$ cat src/rtl/afc_pkg.sv
package afc_pkg;
    localparam int NI_W     = 15;
    localparam int NI_LO_W  = 8;
    localparam int NI_UP_W  = NI_W - NI_LO_W;
    localparam int MI_W     = 16;
    localparam int ACC_W    = MI_W + 1;
    localparam int OSR_HI   = 128;
    localparam int OSR_LO   = 64;
    localparam int CNT_W    = $clog2(OSR_HI);

    typedef struct packed {
        logic [NI_W-1:0] ni;
        logic [MI_W-1:0] mi;
        logic            osr64;
    } ratio_t;

    typedef struct packed {
        logic            hit;
        logic [NI_W-1:0] ni;
        logic [MI_W-1:0] mi;
    } preset_t;

    function automatic preset_t exact_lookup(input logic [2:0] code);
        preset_t p;
        p.hit = 1'b1;
        case (code)
            3'd0:    begin p.ni = NI_W'(1);   p.mi = MI_W'(2);   end
            3'd1:    begin p.ni = NI_W'(1);   p.mi = MI_W'(4);   end
            3'd2:    begin p.ni = NI_W'(1);   p.mi = MI_W'(3);   end
            3'd3:    begin p.ni = NI_W'(1);   p.mi = MI_W'(6);   end
            3'd4:    begin p.ni = NI_W'(1);   p.mi = MI_W'(8);   end
            3'd5:    begin p.ni = NI_W'(147); p.mi = MI_W'(320); end
            default: begin p.hit = 1'b0; p.ni = '0; p.mi = '1;   end
        endcase
        return p;
    endfunction

    function automatic preset_t quick_lookup(input logic [1:0] code);
        preset_t p;
        p.hit = 1'b1;
        case (code)
            2'd0:    begin p.ni = NI_W'(64);  p.mi = MI_W'(125); end
            2'd1:    begin p.ni = NI_W'(294); p.mi = MI_W'(625); end
            2'd2:    begin p.ni = NI_W'(128); p.mi = MI_W'(375); end
            default: begin p.ni = NI_W'(64);  p.mi = MI_W'(375); end
        endcase
        return p;
    endfunction
endpackage

$ cat src/rtl/afc_ratio_select.sv
module afc_ratio_select
    import afc_pkg::*;
(
    input  logic               quick_en,
    input  logic [1:0]         quick_sel,
    input  logic [3:0]         freq_code,
    input  logic [NI_UP_W-1:0] ni_upper,
    input  logic [NI_LO_W-1:0] ni_lower,
    input  logic [MI_W-1:0]    mi_val,
    input  logic               use_mi,
    input  logic               osr_64,
    output ratio_t             sel_o
);
    preset_t q_p;
    preset_t x_p;

    always_comb begin
        q_p = quick_lookup(quick_sel);
        x_p = exact_lookup(freq_code[2:0]);
        sel_o.osr64 = osr_64;
        if (quick_en) begin
            sel_o.ni = q_p.ni;
            sel_o.mi = q_p.mi;
        end else if (freq_code[3] && x_p.hit) begin
            sel_o.ni = x_p.ni;
            sel_o.mi = x_p.mi;
        end else begin
            sel_o.ni = {ni_upper, ni_lower};
            sel_o.mi = use_mi ? mi_val : {MI_W{1'b1}};
        end
    end
endmodule

$ cat src/rtl/afc_phase_acc.sv
module afc_phase_acc
    import afc_pkg::*;
(
    input  logic            clk,
    input  logic            rst_n,
    input  logic            run_i,
    input  logic            clear_i,
    input  logic [NI_W-1:0] ni_i,
    input  logic [MI_W-1:0] mi_i,
    output logic            tick_o
);
    typedef struct packed {
        logic [ACC_W-1:0] acc;
        logic             tick;
    } acc_st_t;

    acc_st_t st_d, st_q;
    logic [ACC_W-1:0] base;
    logic [ACC_W-1:0] sum;

    always_comb begin
        st_d = st_q;
        base = clear_i ? '0 : st_q.acc;
        sum  = base + ACC_W'(ni_i);
        if (!run_i) begin
            st_d.acc  = '0;
            st_d.tick = 1'b0;
        end else if (sum >= ACC_W'(mi_i)) begin
            st_d.acc  = sum - ACC_W'(mi_i);
            st_d.tick = 1'b1;
        end else begin
            st_d.acc  = sum;
            st_d.tick = 1'b0;
        end
    end

    always_ff @(posedge clk or negedge rst_n) begin
        if (!rst_n) st_q <= '0;
        else        st_q <= st_d;
    end

    assign tick_o = st_q.tick;

    assert_no_tick_idle_R9: assert property (@(posedge clk) disable iff (!rst_n)
        !run_i |=> !tick_o);
    assert_rem_below_mi_R5: assert property (@(posedge clk) disable iff (!rst_n)
        (tick_o && $past(run_i) && $past(ni_i) <= $past(mi_i)) |-> st_q.acc < ACC_W'($past(mi_i)));
endmodule

$ cat src/rtl/afc_frame_counter.sv
module afc_frame_counter
    import afc_pkg::*;
(
    input  logic clk,
    input  logic rst_n,
    input  logic run_i,
    input  logic tick_i,
    input  logic osr64_i,
    output logic boundary_o,
    output logic lrclk_o,
    output logic frame_start_o,
    output logic bclk_en_o
);
    typedef struct packed {
        logic [CNT_W-1:0] cnt;
        logic             lr;
        logic             fs;
        logic             bclk;
    } fc_st_t;

    localparam logic [CNT_W-1:0] LAST_HI = CNT_W'(OSR_HI - 1);
    localparam logic [CNT_W-1:0] LAST_LO = CNT_W'(OSR_LO - 1);
    localparam logic [CNT_W-1:0] IDLE    = {CNT_W{1'b1}};

    fc_st_t st_d, st_q;
    logic [CNT_W-1:0] last_idx;
    logic [CNT_W-1:0] half_idx;
    logic [CNT_W-1:0] nxt;

    always_comb begin
        last_idx   = osr64_i ? LAST_LO : LAST_HI;
        half_idx   = osr64_i ? CNT_W'(OSR_LO / 2) : CNT_W'(OSR_HI / 2);
        boundary_o = run_i && tick_i && (st_q.cnt >= last_idx);
        nxt        = boundary_o ? '0 : st_q.cnt + 1'b1;
        st_d       = st_q;
        st_d.fs    = 1'b0;
        st_d.bclk  = 1'b0;
        if (!run_i) begin
            st_d.cnt = IDLE;
            st_d.lr  = 1'b0;
        end else if (tick_i) begin
            st_d.cnt  = nxt;
            st_d.lr   = (nxt >= half_idx);
            st_d.fs   = boundary_o;
            st_d.bclk = osr64_i || !nxt[0];
        end
    end

    always_ff @(posedge clk or negedge rst_n) begin
        if (!rst_n) st_q <= '{cnt: IDLE, lr: 1'b0, fs: 1'b0, bclk: 1'b0};
        else        st_q <= st_d;
    end

    assign lrclk_o       = st_q.lr;
    assign frame_start_o = st_q.fs;
    assign bclk_en_o     = st_q.bclk;

    assert_left_at_start_R6: assert property (@(posedge clk) disable iff (!rst_n)
        frame_start_o |-> !lrclk_o);
    assert_lr_moves_on_tick_R6: assert property (@(posedge clk) disable iff (!rst_n)
        (!$stable(lrclk_o) && $past(run_i)) |-> $past(tick_i));
    assert_bclk_at_start_R7: assert property (@(posedge clk) disable iff (!rst_n)
        frame_start_o |-> bclk_en_o);
endmodule

$ cat src/rtl/audio_frame_clkgen.sv
module audio_frame_clkgen
    import afc_pkg::*;
(
    input  logic        pclk,
    input  logic        rst_n,
    input  logic        slave_mode,
    input  logic        quick_en,
    input  logic [1:0]  quick_sel,
    input  logic [3:0]  freq_code,
    input  logic [6:0]  ni_upper,
    input  logic [7:0]  ni_lower,
    input  logic [15:0] mi_val,
    input  logic        use_mi,
    input  logic        osr_64,
    output logic        osr_tick,
    output logic        lrclk,
    output logic        lrclk_oe,
    output logic        frame_start,
    output logic        bclk_en
);
    typedef struct packed {
        ratio_t act;
        logic   run;
    } ctl_st_t;

    ctl_st_t st_d, st_q;
    ratio_t  sel;
    ratio_t  eff;
    logic    load;
    logic    boundary;
    logic    tick;

    afc_ratio_select u_sel (
        .quick_en (quick_en),
        .quick_sel(quick_sel),
        .freq_code(freq_code),
        .ni_upper (ni_upper),
        .ni_lower (ni_lower),
        .mi_val   (mi_val),
        .use_mi   (use_mi),
        .osr_64   (osr_64),
        .sel_o    (sel)
    );

    always_comb begin
        load = !slave_mode && (!st_q.run || (boundary && (sel != st_q.act)));
        eff  = load ? sel : st_q.act;
        st_d = st_q;
        if (slave_mode) begin
            st_d.run = 1'b0;
        end else if (load) begin
            st_d.act = sel;
            st_d.run = 1'b1;
        end
    end

    always_ff @(posedge pclk or negedge rst_n) begin
        if (!rst_n) st_q <= '0;
        else        st_q <= st_d;
    end

    afc_phase_acc u_acc (
        .clk    (pclk),
        .rst_n  (rst_n),
        .run_i  (!slave_mode),
        .clear_i(load),
        .ni_i   (eff.ni),
        .mi_i   (eff.mi),
        .tick_o (tick)
    );

    afc_frame_counter u_frm (
        .clk          (pclk),
        .rst_n        (rst_n),
        .run_i        (st_q.run && !slave_mode),
        .tick_i       (tick),
        .osr64_i      (st_q.act.osr64),
        .boundary_o   (boundary),
        .lrclk_o      (lrclk),
        .frame_start_o(frame_start),
        .bclk_en_o    (bclk_en)
    );

    assign osr_tick = tick;
    assign lrclk_oe = st_q.run;

    assert_ratio_at_boundary_R8: assert property (@(posedge pclk) disable iff (!rst_n)
        ($past(st_q.run) && !$stable(st_q.act)) |-> $past(boundary));
    assert_release_in_slave_R9: assert property (@(posedge pclk) disable iff (!rst_n)
        slave_mode |=> !lrclk_oe);
endmodule

$ cat config.mk
export PLATFORM = sky130hd
export DESIGN_NAME = audio_frame_clkgen
export DESIGN_NICKNAME = d
export VERILOG_FILES = /design/src/rtl/afc_pkg.sv /design/src/rtl/afc_ratio_select.sv /design/src/rtl/afc_phase_acc.sv /design/src/rtl/afc_frame_counter.sv /design/src/rtl/audio_frame_clkgen.sv
export SDC_FILE = /design/constraint.sdc
export NUM_CORES = 1
export LEC_CHECK = 0
export BUFFER_PORTS_ARGS = -buffer_cell sky130_fd_sc_hd__buf_4
export CORE_MARGIN = 2
export CORE_UTILIZATION = 45
export CTS_BUF_LIST = sky130_fd_sc_hd__clkbuf_4 sky130_fd_sc_hd__clkbuf_8
export CTS_CLUSTER_SIZE = 16
export DETAILED_ROUTE_END_ITERATION = 8
export PLACE_DENSITY = 0.71
export SLEW_MARGIN = 20
export SYNTH_ARGS = -nofsm -noshare
export SYNTH_HDL_FRONTEND = slang
export SYNTH_SLANG_ARGS = --single-unit
$ cat constraint.sdc
create_clock -name pclk -period 16.45 [get_ports pclk]
set_clock_uncertainty 0.2 [all_clocks]
set_input_delay 0.8225 -clock pclk [delete_from_list [all_inputs] [get_ports pclk]]
set_output_delay 0.8225 -clock pclk [all_outputs]
set_load 0.01 [all_outputs]
# [Word-level counts from Yosys, hierarchy flattened]
# Cells that the tools add are included.
[totals] inputBits=43 ff_bits=61
[op_classes] eq_ne=9 reduce_logical=16 bitwise_logic=1 n_lt_le_gt_ge=3 addsub=3 muxes=18
[op_table] op="$pmux W24 S6" count=1
[op_table] op="$pmux W25 S3" count=1
[op_table] op="$mux W31" count=2
[op_table] op="$mux W18" count=2
[op_table] op="$mux W32" count=1
[op_table] op="$ne A32 B32 Y1" count=1
[op_table] op="$mux W7" count=3
[op_table] op="$add A17 B15 Y17" count=1
[op_table] op="$ge A17 B16 Y1" count=1
[op_table] op="$mux W17" count=1
[op_table] op="$sub A17 B16 Y17" count=1
[op_table] op="$mux W16" count=1
[op_table] op="$ge A7 B7 Y1" count=2
[op_table] op="$mux W10" count=1
[op_table] op="$mux W8" count=1
[op_table] op="$add A7 B1 Y7 const B" count=1
[op_table] op="$eq A3 B2 Y1 const B" count=2
[op_table] op="$eq A3 B3 Y1 const B" count=2
[op_table] op="$logic_and A1 B1 Y1" count=6
[op_table] op="$reduce_or A6 Y1" count=1
[op_table] op="$eq A3 B1 Y1 const B" count=1
[op_table] op="$logic_not A1 Y1" count=3
[op_table] op="$logic_not A3 Y1" count=1
[op_table] op="$mux W1" count=3
[op_table] op="9 further kinds" count=10

# [Longest topological paths before layout]
# Gate-level depths: netlist of the first run.
[logic_depth] depth_word=15 ltp_mapped=34 ltp_nobuf=29

# [Cells and area by module]
# Synthesis of the first run repeated with hierarchy kept, for this count alone.
[unflattened] hier_cells=820 area_unflattened_um2=6909.1
[by_module_without_submodules] mod="audio_frame_clkgen" n_inst=1 seq_area_each_um2=825.8 area_per_inst_um2=3160.5 cells_each=352
[by_module_without_submodules] mod="afc_phase_acc" n_inst=1 seq_area_each_um2=450.4 area_per_inst_um2=2544.9 cells_each=312
[by_module_without_submodules] mod="afc_frame_counter" n_inst=1 seq_area_each_um2=259.0 area_per_inst_um2=699.4 cells_each=74
[by_module_without_submodules] mod="afc_ratio_select" n_inst=1 seq_area_each_um2=0.0 area_per_inst_um2=504.2 cells_each=82

# [Least setup slack after synthesis of the first run]
# Ideal clock, no wire load.
[synth_path] path_kind="input-to-reg" from="in quick_sel[0]" to="reg u_acc.st_q[11] (netlist bit)" slack_ps=9410 arrival_ps=6709 stages=33 path_cell_list="inv_1 -> ha_1 -> and2_1 -> or4_1 -> nand3_1 -> o2111ai_2 -> nor4_4 -> a221o_2 -> buf_2 -> clkbuf_1 -> and2_1 -> ha_1 -> inv_1 -> fa_1 -> and2b_1 -> o31a_1 -> o211ai_1 -> a2111o_1 -> nand2_1 -> nor2_1 -> xnor2_1 -> ha_1 -> clkbuf_1 -> nor2_1 -> nor2_1 -> a21oi_1 -> o21ai_0 -> o21a_1 -> a211oi_2 -> buf_6 -> buf_8 -> mux2i_1 -> nor2_1"
[synth_rtl] item="start, declared" line="audio_frame_clkgen.sv:8" rtl="input logic [1:0] quick_sel,"
[synth_rtl] item="end signal, assigned" line="afc_phase_acc.sv:39" rtl="else st_q <= st_d;"
[synth_rtl] item="end, declared" line="afc_phase_acc.sv:17" rtl="acc_st_t st_d, st_q;"

==> results.yml, run 1 <==
clock_network:
  htree_levels: 3
  clockBufferDepth: 2
  holdBufCountCts: 0
  root_buffer: "clkbuf_8"
  cts_buffers: 9
  clkTransAtPathRegs_ns: 0.08
  cts_resized: 0
  cts_tree: "done"
  cts_num_sinks: 61
  clkLatencyLatePin_ns: 0.35
  cts_setup_buffers: 0
power:
  internal-power_mw: 0.510
  p_switching_mw: 0.399
  p_leak_nw: 2.95
  clkPwrFrac_pct: 16.0
  peakVddDrop_v: 0.0000565
  total_power_mw: 0.909
  swShare_pct: 43.9
  cellPowerDensity_mw_per_mm2: 145
  combPwrFrac_pct: 61.0
  pwr-share-seq_pct: 23.0
synthesis:
  synth_edf_count: 0
  syn_area_mm2: 0.00563
  syn-num-nets: 787
  synth_top_area_share_pct: 24.0
  yosysMostFrequentCell: "nand2_1"
  post_synth.cell_area_avg_um2: 8.00
  synthFlopType: "dfrtp_1"
  synthArstFlopShare_pct: 100
  synth_common_cells: "97 x nand2_1, 60 x nor2_1, 54 x dfrtp_1"
  ys_warn_count: 0
  synth_largest_area_cell: "dfrtp_1"
  syn_inst: 703
  ys_seq_area_share_pct: 27.3
  ys_ff_latch: 61
  synth.distinct_cells: 77
  synth_area_leaders: "dfrtp_1 24%, ha_1 8.7%, nand2_1 6.5%"
final_layout:
  drive_gt1_share_pct: 12.5
  syn2layout_area_growth_pct: 11.5
  nFillCells: 1168
  fin_area_mm2: 0.00627
  nNetsFinal: 817
  antennaDiodeCount: 0
timing:
  whs_ns: 0.322
  drv_slew: 0
  rsz0062_at_grt: "no"
  slew_headroom_pct: 34.3
  hold_viol: 0
  post-route-period-util_pct: 51.8
  min_period_ns: 8.52
  setup_slack_ns: 7.93
  tightest_slew_ns: 0.985
  fmax_mhz: 117
  setup_viol: 0
  setup_tns_ns: 0
route:
  ant_nets: 0
  drcViolationCount: 0
  wl_um: 15500
  num_vias: 5198
  dr.pass1.iters: 6
  wire_per_inst_um: 17.1
  drt_iter0_markers: 658
  via_per_inst: 5.74
placement:
  place_ws_ns: 7.41
  numPortBuffers: 47
  dpl.hpwl_um: 11700
  gp_congestion: 0.897
  placed_cell_area_mm2: 0.00605
worst_setup_path:
  cp-end-kind: "flop"
  critical_path_required_ns: 16.52
  setup.worst_path.start_class: "input pin"
  arrival_ns: 8.59
  path_max_fanout: 57
  path_class: "in2reg"
die:
  die-area_mm2: 0.0134
  die_w_um: 116
  core_area_mm2: 0.0121
  die_h_um: 116
  num_rows: 40
  ios: 48
  initial_utilization_pct: 46.5
grt:
  grt_max_degree: 62
  grt_pass1_vias: 5074
  grt.total_usage_pct: 23.8
  antenna_found_initial: 0
  overflow: 0
  grt_pass1_wl_um: 25100
status:
  outcome: "complete, no violations"
worst_hold_path:
  hold_path.class: "reg2reg"
flow_run:
  cap_violations: 0
==> metal layers <==
layer | track usage (%) | vias to the layer above | wire, µm
li1 | - | 2562 | -
met1 | 32.5 | 2410 | 7060
met2 | 38.6 | 200 | 7160
met3 | 3.71 | 26 | 977
met4 | 8.25 | 0 | 338
met5 | 0 | - | 0
==> state kept, by name, indices dropped and copies added, names as in the netlist <==
name	count
u_frm.frame_start_o	1
u_acc.st_q	17
u_frm.bclk_en_o	1
lrclk_oe	1
u_acc.tick_o	1
u_frm.st_q	7
u_frm.lrclk_o	1
st_q	32
==> power by group through the flow <==
stage	registers [mW]	clock network, mW	logic, mW
2_1_floorplan	0.203	0	0.449
3_3_place_gp	0.210	0	0.525
3_5_place_dp	0.211	0	0.545
4_1_cts	0.208	0.146	0.548
5_1_grt	0.213	0.152	0.623
6_report	0.209	0.146	0.554
==> cell type report <==
class                   instances  area, µm²  share of cell area [%]
clock inverters                 4       47.5                   0.758
repair buffers                 49        372                    5.93
multi-input cells             565       3770                    60.1
flip-flops and latches         61       1540                    24.5
inverters                      47        176                    2.81
clock buffers                  12        159                    2.53
well taps                     168        210                    3.35
==> logic make-up (layout without fill, tap and decap cells) <==
group / Yosys count / after routing / share of synthesized area, %
and+or+nand+nor: 297 / 297 / 26.7
AOI/OAI and AO/OA: 179 / 179 / 22.8
buffers and inverters: 77 / 112 / 6.03
DFF: 61 / 61 / 27.3
adders and majority gates: 41 / 41 / 9.38
xor gates and xnor gates: 33 / 33 / 5.14
muxes: 15 / 15 / 2.67
==> worst max-delay path, stage by stage <==
cell and delay [ns]:
buf_4 0.23, inv_1 0.38, nand2_2 0.30, a2111oi_0 0.45, o2111ai_1 0.27, nor4_4 0.40, a221o_2 0.86, nand2_1 0.17
o21ai_0 0.13, ha_1 0.32, o21ai_0 0.26, nor2_1 0.13, o41ai_1 0.40, o21ai_0 0.28, o2111a_1 0.30, nor3_1 0.28
xnor2_1 0.14, ha_1 0.40, a211oi_1 0.32, nor2_1 0.07, a21oi_1 0.10, o21ai_0 0.14, o21a_1 0.27, a211oi_4 0.47
buf_6 0.26, and2b_1 0.20, a211oi_2 0.19
==> layout by cell type (no fill, tap or decap), types with 19 or more instances in the layout <==
cell and count:
a21oi_1 24, and2_1 21, buf_4 48, dfrtp_1 54, ha_1 39, inv_1 47, nand2_1 97, nand3_1 19
nor2_1 60, nor2b_1 22, o21ai_0 41, xnor2_1 27
==> path summary, 6_finish.rpt <==
| check | to | startpoint | slack, ns | cells past startpoint |
|---|---|---|---|---|
| setup / recovery | u_acc.st_q[1]$_DFF_PN0_ | quick_en | 7.93 | 27 |
| hold / removal | u_frm.st_q[8]$_DFFE_PN1P_ | u_frm.st_q[8]$_DFFE_PN1P_ | 0.32 | 2 |
| setup reg to reg | u_acc.st_q[1]$_DFF_PN0_ | st_q[21]$_DFFE_PN0P_ | 8.57 | 26 |
| hold reg to reg | u_frm.st_q[8]$_DFFE_PN1P_ | u_frm.st_q[8]$_DFFE_PN1P_ | 0.32 | 2 |
| max in group asynchronous | st_q[27]$_DFFE_PN0P_ | rst_n | 15.18 | 1 |
| min in group asynchronous | u_acc.st_q[4]$_DFF_PN0_ | rst_n | 0.35 | 1 |
==> through the flow <==
step / util [%] / cells
after floorplan: - / 703
after global placement: 50.0 / 889
after detailed placement: 50.0 / 889
after CTS: 51.7 / 905
after global routing: 51.8 / 906
final: 51.8 / 906
Note: power is estimated with default switching activity, not from simulation.
==> inputs of run 2 (changes only) <==
--- a/config.mk
+++ b/config.mk
@@ -11,7 +11,7 @@
 export CTS_BUF_LIST = sky130_fd_sc_hd__clkbuf_4 sky130_fd_sc_hd__clkbuf_8
 export CTS_CLUSTER_SIZE = 16
 export DETAILED_ROUTE_END_ITERATION = 8
-export PLACE_DENSITY = 0.71
+export PLACE_DENSITY = 0.73
 export SLEW_MARGIN = 20
 export SYNTH_ARGS = -nofsm -noshare
 export SYNTH_HDL_FRONTEND = slang
==> constraint.sdc (replaced) <==
create_clock -name pclk -period 7.4 [get_ports pclk]
set_clock_uncertainty 0.2 [all_clocks]
set_input_delay 0.37 -clock pclk [delete_from_list [all_inputs] [get_ports pclk]]
set_output_delay 0.37 -clock pclk [all_outputs]
set_load 0.01 [all_outputs]
==> run 2 against run 1 <==
  * Final area is 2.0% higher
  * Combinational power grew 130%
  * Largest cell class unchanged
  * Register-to-register slack lost 7.9 ns
  * Largest power group unchanged
  * Sequential power is 120% higher
  * Global-route usage decreased by 0.20 points
  * Routed wire length is 2.0% lower
  * Critical path depth grew 4
  * Worst setup slack worse by 7.4 ns
  * Worst hold slack got worse by 0.28 ns
  * Non-clock buffer count rose by 16
  * Cell count is 1.8% higher
==> results.yml, run 2 (synthesis gave the netlist of run 1 again) <==
placement:
  place_ws_ns: -0.000682
  dpl.hpwl_um: 11700
  numPortBuffers: 47
  gp_congestion: 0.990
die:
  core_area_mm2: 0.0121
  ios: 48
  die-area_mm2: 0.0134
  initial_utilization_pct: 46.5
  die_w_um: 116
  num_rows: 40
  die_h_um: 116
route:
  via_per_inst: 5.83
  dr.pass1.iters: 8
  wire_per_inst_um: 16.5
  ant_nets: 0
  drcViolationCount: 0
  num_vias: 5377
  wl_um: 15200
  drt_iter0_markers: 506
power:
  cellPowerDensity_mw_per_mm2: 320
  p_leak_nw: 3.03
  internal-power_mw: 1.15
  peakVddDrop_v: 0.000137
  p_switching_mw: 0.895
  combPwrFrac_pct: 62.8
  clkPwrFrac_pct: 14.4
  swShare_pct: 43.8
  pwr-share-seq_pct: 22.8
timing:
  rsz0062_at_grt: "no"
  setup_tns_ns: 0
  setup_viol: 0
  slew_headroom_pct: 47.8
  fmax_mhz: 146
  post-route-period-util_pct: 92.8
  min_period_ns: 6.87
  drv_slew: 0
  tightest_slew_ns: 0.783
  setup_slack_ns: 0.530
  hold_viol: 0
worst_hold_path:
  hold_path.class: "in2reg"
worst_setup_path:
  path_max_fanout: 20
  path_class: "in2reg"
  reg2reg_depth: 28
  setup.worst_path.start_class: "input pin"
  r2r_setup_slack_ns: 0.70
  critical_path_required_ns: 7.46
  arrival_ns: 6.93
  reg2reg_to: "u_acc.st_q[1]$_DFF_PN0_"
  cp-end-kind: "flop"
  reg2reg_from: "st_q[21]$_DFFE_PN0P_"
  critPathCapture: "u_acc.st_q[1]$_DFF_PN0_"
  cp-startpoint: "quick_sel[0]"
  slowest_stage: "a2111oi_1"
  cp_slowest_stage_delay_ns: 0.54
clock_network:
  clkTransAtPathRegs_ns: 0.07
  clockBufferDepth: 2
  htree_levels: 3
  cts_buffers: 9
  root_buffer: "clkbuf_8"
  cts_num_sinks: 61
  cts_tree: "done"
  clkLatencyLatePin_ns: 0.36
grt:
  overflow: 0
  antenna_found_initial: 0
  grt_pass1_vias: 5153
  grt_max_degree: 62
  grt_pass1_wl_um: 25200
  grt.total_usage_pct: 23.6
final_layout:
  final_common_cell: "nand2_1"
  antennaDiodeCount: 0
  drive_gt1_share_pct: 14.3
  nFillCells: 1148
  layout_common_cells: "97 x nand2_1, 63 x buf_4, 60 x nor2_1"
  regArea_mm2: 0.00154
  top_regs: "st_q (32), u_acc.st_q (17), u_frm.st_q (7)"
  nNetsFinal: 833
  largest-register: "st_q"
  largest_reg_flops: 32
  multi_input_area_mm2: 0.00378
  syn2layout_area_growth_pct: 13.7
flow_run:
  cap_violations: 0
status:
  outcome: "complete, no violations"
[run 2: cell count changes in the layout (fill, tap and decap cells not counted), sizes merged]
cell / change
clkinvlp: -1
clkbuf: +3
clkinv: -1
buf: +15
bufinv: -1
dlygate4sd3: +1
[run 2: layout make-up]
cell class	instances	area share (%)
inverters	47	2.76
clock inverters	1	0.0782
multi-input cells	565	59.1
flip-flops and latches	61	24.0
repair buffers	65	7.86
well taps	168	3.29
clock buffers	15	2.93
[run 2: worst min-delay path by stage]
| stage | start | endpoint | slack (ns) | depth (start not counted) |
|---|---|---|---|---|
| 5_1_grt | osr_64 | st_q[1]$_DFFE_PN0P_ | 0.04 | 3 |
| 4_1_cts | osr_64 | st_q[1]$_DFFE_PN0P_ | 0.04 | 3 |
| 3_5_place_dp | rst_n | u_acc.st_q[4]$_DFF_PN0_ | 0.30 | 1 |
| 2_1_floorplan | rst_n | lrclk_oe$_DFFE_PN0P_ | -0.13 | 0 |
| 6_report | osr_64 | st_q[1]$_DFFE_PN0P_ | 0.04 | 3 |
| 3_3_place_gp | rst_n | u_acc.st_q[4]$_DFF_PN0_ | 0.29 | 1 |
[run 2: metal layers]
layer | vias to the layer above | wire length [µm] | part of all wire [%] | GRT usage (%)
li1 | 2602 | - | - | -
met1 | 2523 | 6940 | 46 | 32.6
met2 | 214 | 6790 | 45 | 37.3
met3 | 38 | 1090 | 7.2 | 4.39
met4 | 0 | 409 | 2.7 | 8.33
met5 | - | 0 | 0 | 0
[run 2: repair_timing]
action,in CTS,in global routing
buffers inserted,0,4
hold buffers,1,0
hold endpoints to repair,54,0
resized for setup,0,2
endpoints found under the setup margin,0,15
[run 2: worst max-delay path: cells and delay by family]
kind            cells  cell delay [ns]
compound gates     14             3.38
simple gates        8             1.48
fa+ha+maj           4             1.09
buf+inv             4             0.43
xor+xnor            1             0.15
[run 2: through the flow]
stage | utilization, % | area [µm²] | total power, mW | hold slack (ns) | cells
2_1_floorplan | - | 5630 | 1.45 | -0.126 | 703
3_3_place_gp | 50.8 | 6160 | 1.68 | 0.294 | 901
3_5_place_dp | 50.8 | 6160 | 1.74 | 0.295 | 901
4_1_cts | 52.5 | 6360 | 2.03 | 0.0351 | 918
5_1_grt | 52.8 | 6400 | 2.22 | 0.0414 | 922
6_report | 52.8 | 6400 | 2.05 | 0.0443 | 922
[run 2: power by group through the flow]
stage / clock (mW) / sequential (mW) / combinational [mW]
2_1_floorplan: 0 / 0.451 / 0.998
3_3_place_gp: 0 / 0.468 / 1.21
3_5_place_dp: 0 / 0.470 / 1.27
4_1_cts: 0.297 / 0.464 / 1.27
5_1_grt: 0.312 / 0.475 / 1.43
6_report: 0.294 / 0.466 / 1.29
==> inputs of run 3 (changes only) <==
--- a/config.mk
+++ b/config.mk
@@ -6,12 +6,14 @@
 export NUM_CORES = 1
 export LEC_CHECK = 0
 export BUFFER_PORTS_ARGS = -buffer_cell sky130_fd_sc_hd__buf_4
+export CELL_PAD_IN_SITES_DETAIL_PLACEMENT = 1
+export CELL_PAD_IN_SITES_GLOBAL_PLACEMENT = 2
 export CORE_MARGIN = 2
-export CORE_UTILIZATION = 45
+export CORE_UTILIZATION = 34
 export CTS_BUF_LIST = sky130_fd_sc_hd__clkbuf_4 sky130_fd_sc_hd__clkbuf_8
 export CTS_CLUSTER_SIZE = 16
 export DETAILED_ROUTE_END_ITERATION = 8
-export PLACE_DENSITY = 0.73
+export PLACE_DENSITY = 0.87
 export SLEW_MARGIN = 20
 export SYNTH_ARGS = -nofsm -noshare
 export SYNTH_HDL_FRONTEND = slang
==> run 3 against run 2 <==
  * Power rose by 1.9%
  * Combinational power about the same
  * First-iteration DRC count down 63%
  * Fmax increased by 0.57%
  * Via count is 1.2% lower
  * Final area increased by 1.3%
  * Sequential power about the same
  * Global-route usage decreased by 3.0 points
  * Count of clock-buffer cells in the layout shrank 5
  * Non-clock buffer count increased by 2
  * Critical path type is now reg2reg
==> results.yml, run 3 (synthesis gave the netlist of run 1 again) <==
status:
  outcome: "complete, no violations"
final_layout:
  nNetsFinal: 835
  largest-register: "st_q"
  top_regs: "st_q (32), u_acc.st_q (17), u_frm.st_q (7)"
  drive_gt1_share_pct: 14.6
  layout_common_cells: "97 x nand2_1, 65 x buf_4, 60 x nor2_1"
  antennaDiodeCount: 0
  largest_reg_flops: 32
  final_common_cell: "nand2_1"
  syn2layout_area_growth_pct: 15.2
power:
  p_switching_mw: 0.923
  total_power_mw: 2.08
  pwr-share-seq_pct: 22.5
  combPwrFrac_pct: 62.8
  internal-power_mw: 1.16
  clkPwrFrac_pct: 14.8
  peakVddDrop_v: 0.000151
  swShare_pct: 44.3
  p_leak_nw: 3.03
  cellPowerDensity_mw_per_mm2: 321
timing:
  drv_slew: 0
  slew_headroom_pct: 34.4
  fmax_mhz: 146
  rsz0062_at_grt: "no"
  setup_viol: 0
  setup_tns_ns: 0
  hold_viol: 0
  whs_ns: 0.0313
  min_period_ns: 6.83
  tightest_slew_ns: 0.979
  post-route-period-util_pct: 92.3
die:
  initial_utilization_pct: 34.3
  die_h_um: 133
  ios: 48
  die_w_um: 133
  core_area_mm2: 0.0164
  num_rows: 47
  die-area_mm2: 0.0176
clock_network:
  clockBufferDepth: 2
  cts_num_sinks: 61
  htree_levels: 3
  root_buffer: "clkbuf_8"
  cts_tree: "done"
  clkLatencyLatePin_ns: 0.35
  cts_setup_buffers: 0
  cts_buffers: 9
  clkTransAtPathRegs_ns: 0.08
flow_run:
  cap_violations: 0
grt:
  grt_pass1_wl_um: 29300
  grt_pass1_vias: 5643
  grt.total_usage_pct: 20.7
  overflow: 0
  antenna_found_initial: 0
  grt_max_degree: 62
route:
  wire_per_inst_um: 18.1
  num_vias: 5315
  ant_nets: 0
  drcViolationCount: 0
  via_per_inst: 5.45
  drt_iter0_markers: 186
  wl_um: 17700
  dr.pass1.iters: 5
worst_setup_path:
  path_class: "reg2reg"
  arrival_ns: 6.90
  cp-end-kind: "flop"
  slowest_stage: "dfstp_2"
  path_buf_inv: 2
  path_max_fanout: 21
  setup.worst_path.start_class: "flop"
  critical_path_required_ns: 7.47
  crit_top_cell: "nor2_1"
  cp_top_family: "compound AO/OA/AOI/OAI gates"
  cp_slowest_stage_delay_ns: 0.61
worst_hold_path:
  hold_path.class: "in2reg"
placement:
  dpl.hpwl_um: 14100
  gp_congestion: 0.888
  numPortBuffers: 47
[run 3: cell types whose count changed in the layout (fill, tap and decap cells not counted)]
cell / change
clkinv_2: +1
buf_4: +2
clkbuf_8: -2
bufinv_16: +1
a2111oi_0: +1
clkinvlp_4: +3
a2111oi_1: -1
clkbuf_4: -3
[run 3: cell type report]
| type | instances | area, µm² |
|---|---|---|
| clock buffers | 10 | 138 |
| fillers | 2000 | 9920 |
| inverters | 47 | 176 |
| clock inverters | 6 | 62.6 |
| well taps | 220 | 275 |
| flip-flops and latches | 61 | 1540 |
| repair buffers | 67 | 518 |
| multi-input cells | 565 | 3780 |
[run 3: per-stage QoR]
step	cell area [µm²]	std cells	util (%)	setup WS, ns
2_1_floorplan	5630	703	-	0.812
3_3_place_gp	6270	959	38.2	0.331
3_5_place_dp	6270	959	38.2	0.171
4_1_cts	6480	976	39.5	0.531
5_1_grt	6480	976	39.5	0.136
6_report	6480	976	39.5	0.569
[run 3: timing repair]
| item | in CTS | in global routing |
|---|---|---|
| hold endpoints to repair | 54 | 0 |
| gates resized for setup | 0 | 1 |
| hold buffers | 1 | 0 |
| endpoints found under the setup margin | 0 | 2 |
[run 3: power groups by stage]
| stage | registers [mW] | clock network, mW | logic, mW |
|---|---|---|---|
| after floorplan | 0.451 | 0 | 0.998 |
| after global placement | 0.469 | 0 | 1.25 |
| after detailed placement | 0.473 | 0 | 1.31 |
| after CTS | 0.467 | 0.316 | 1.32 |
| after global routing | 0.478 | 0.331 | 1.47 |
| final | 0.468 | 0.308 | 1.31 |
[run 3: path summary, 6_finish.rpt]
check / startpoint / to / slack, ns / cells past startpoint
setup / recovery: u_frm.st_q[3]$_DFFE_PN1P_ / u_acc.st_q[1]$_DFF_PN0_ / 0.57 / 26
hold / removal: osr_64 / st_q[1]$_DFFE_PN0P_ / 0.03 / 3
setup reg to reg: u_frm.st_q[3]$_DFFE_PN1P_ / u_acc.st_q[1]$_DFF_PN0_ / 0.57 / 26
hold reg to reg: u_frm.st_q[8]$_DFFE_PN1P_ / u_frm.st_q[8]$_DFFE_PN1P_ / 0.34 / 2
max in group asynchronous: rst_n / u_acc.st_q[6]$_DFF_PN0_ / 6.00 / 2
min in group asynchronous: rst_n / u_frm.frame_start_o$_DFF_PN0_ / 0.46 / 2
[run 3: worst register-to-register path, delay by kind of cell (launching register included)]
family                     cells  cell delay, ns
xor gates and xnor gates       1            0.19
buffers and inverters          2            0.52
and+or+nand+nor                7            1.09
adders and majority gates      3            0.91
DFF                            1            0.61
AOI/OAI and AO/OA             13            3.22
[run 3: routing by layer]
metal  GRT usage, %  wire length, µm
met1           27.9             8310
met4           6.15              305
met2           34.5             8440
met5              0                0
met3           2.95              649
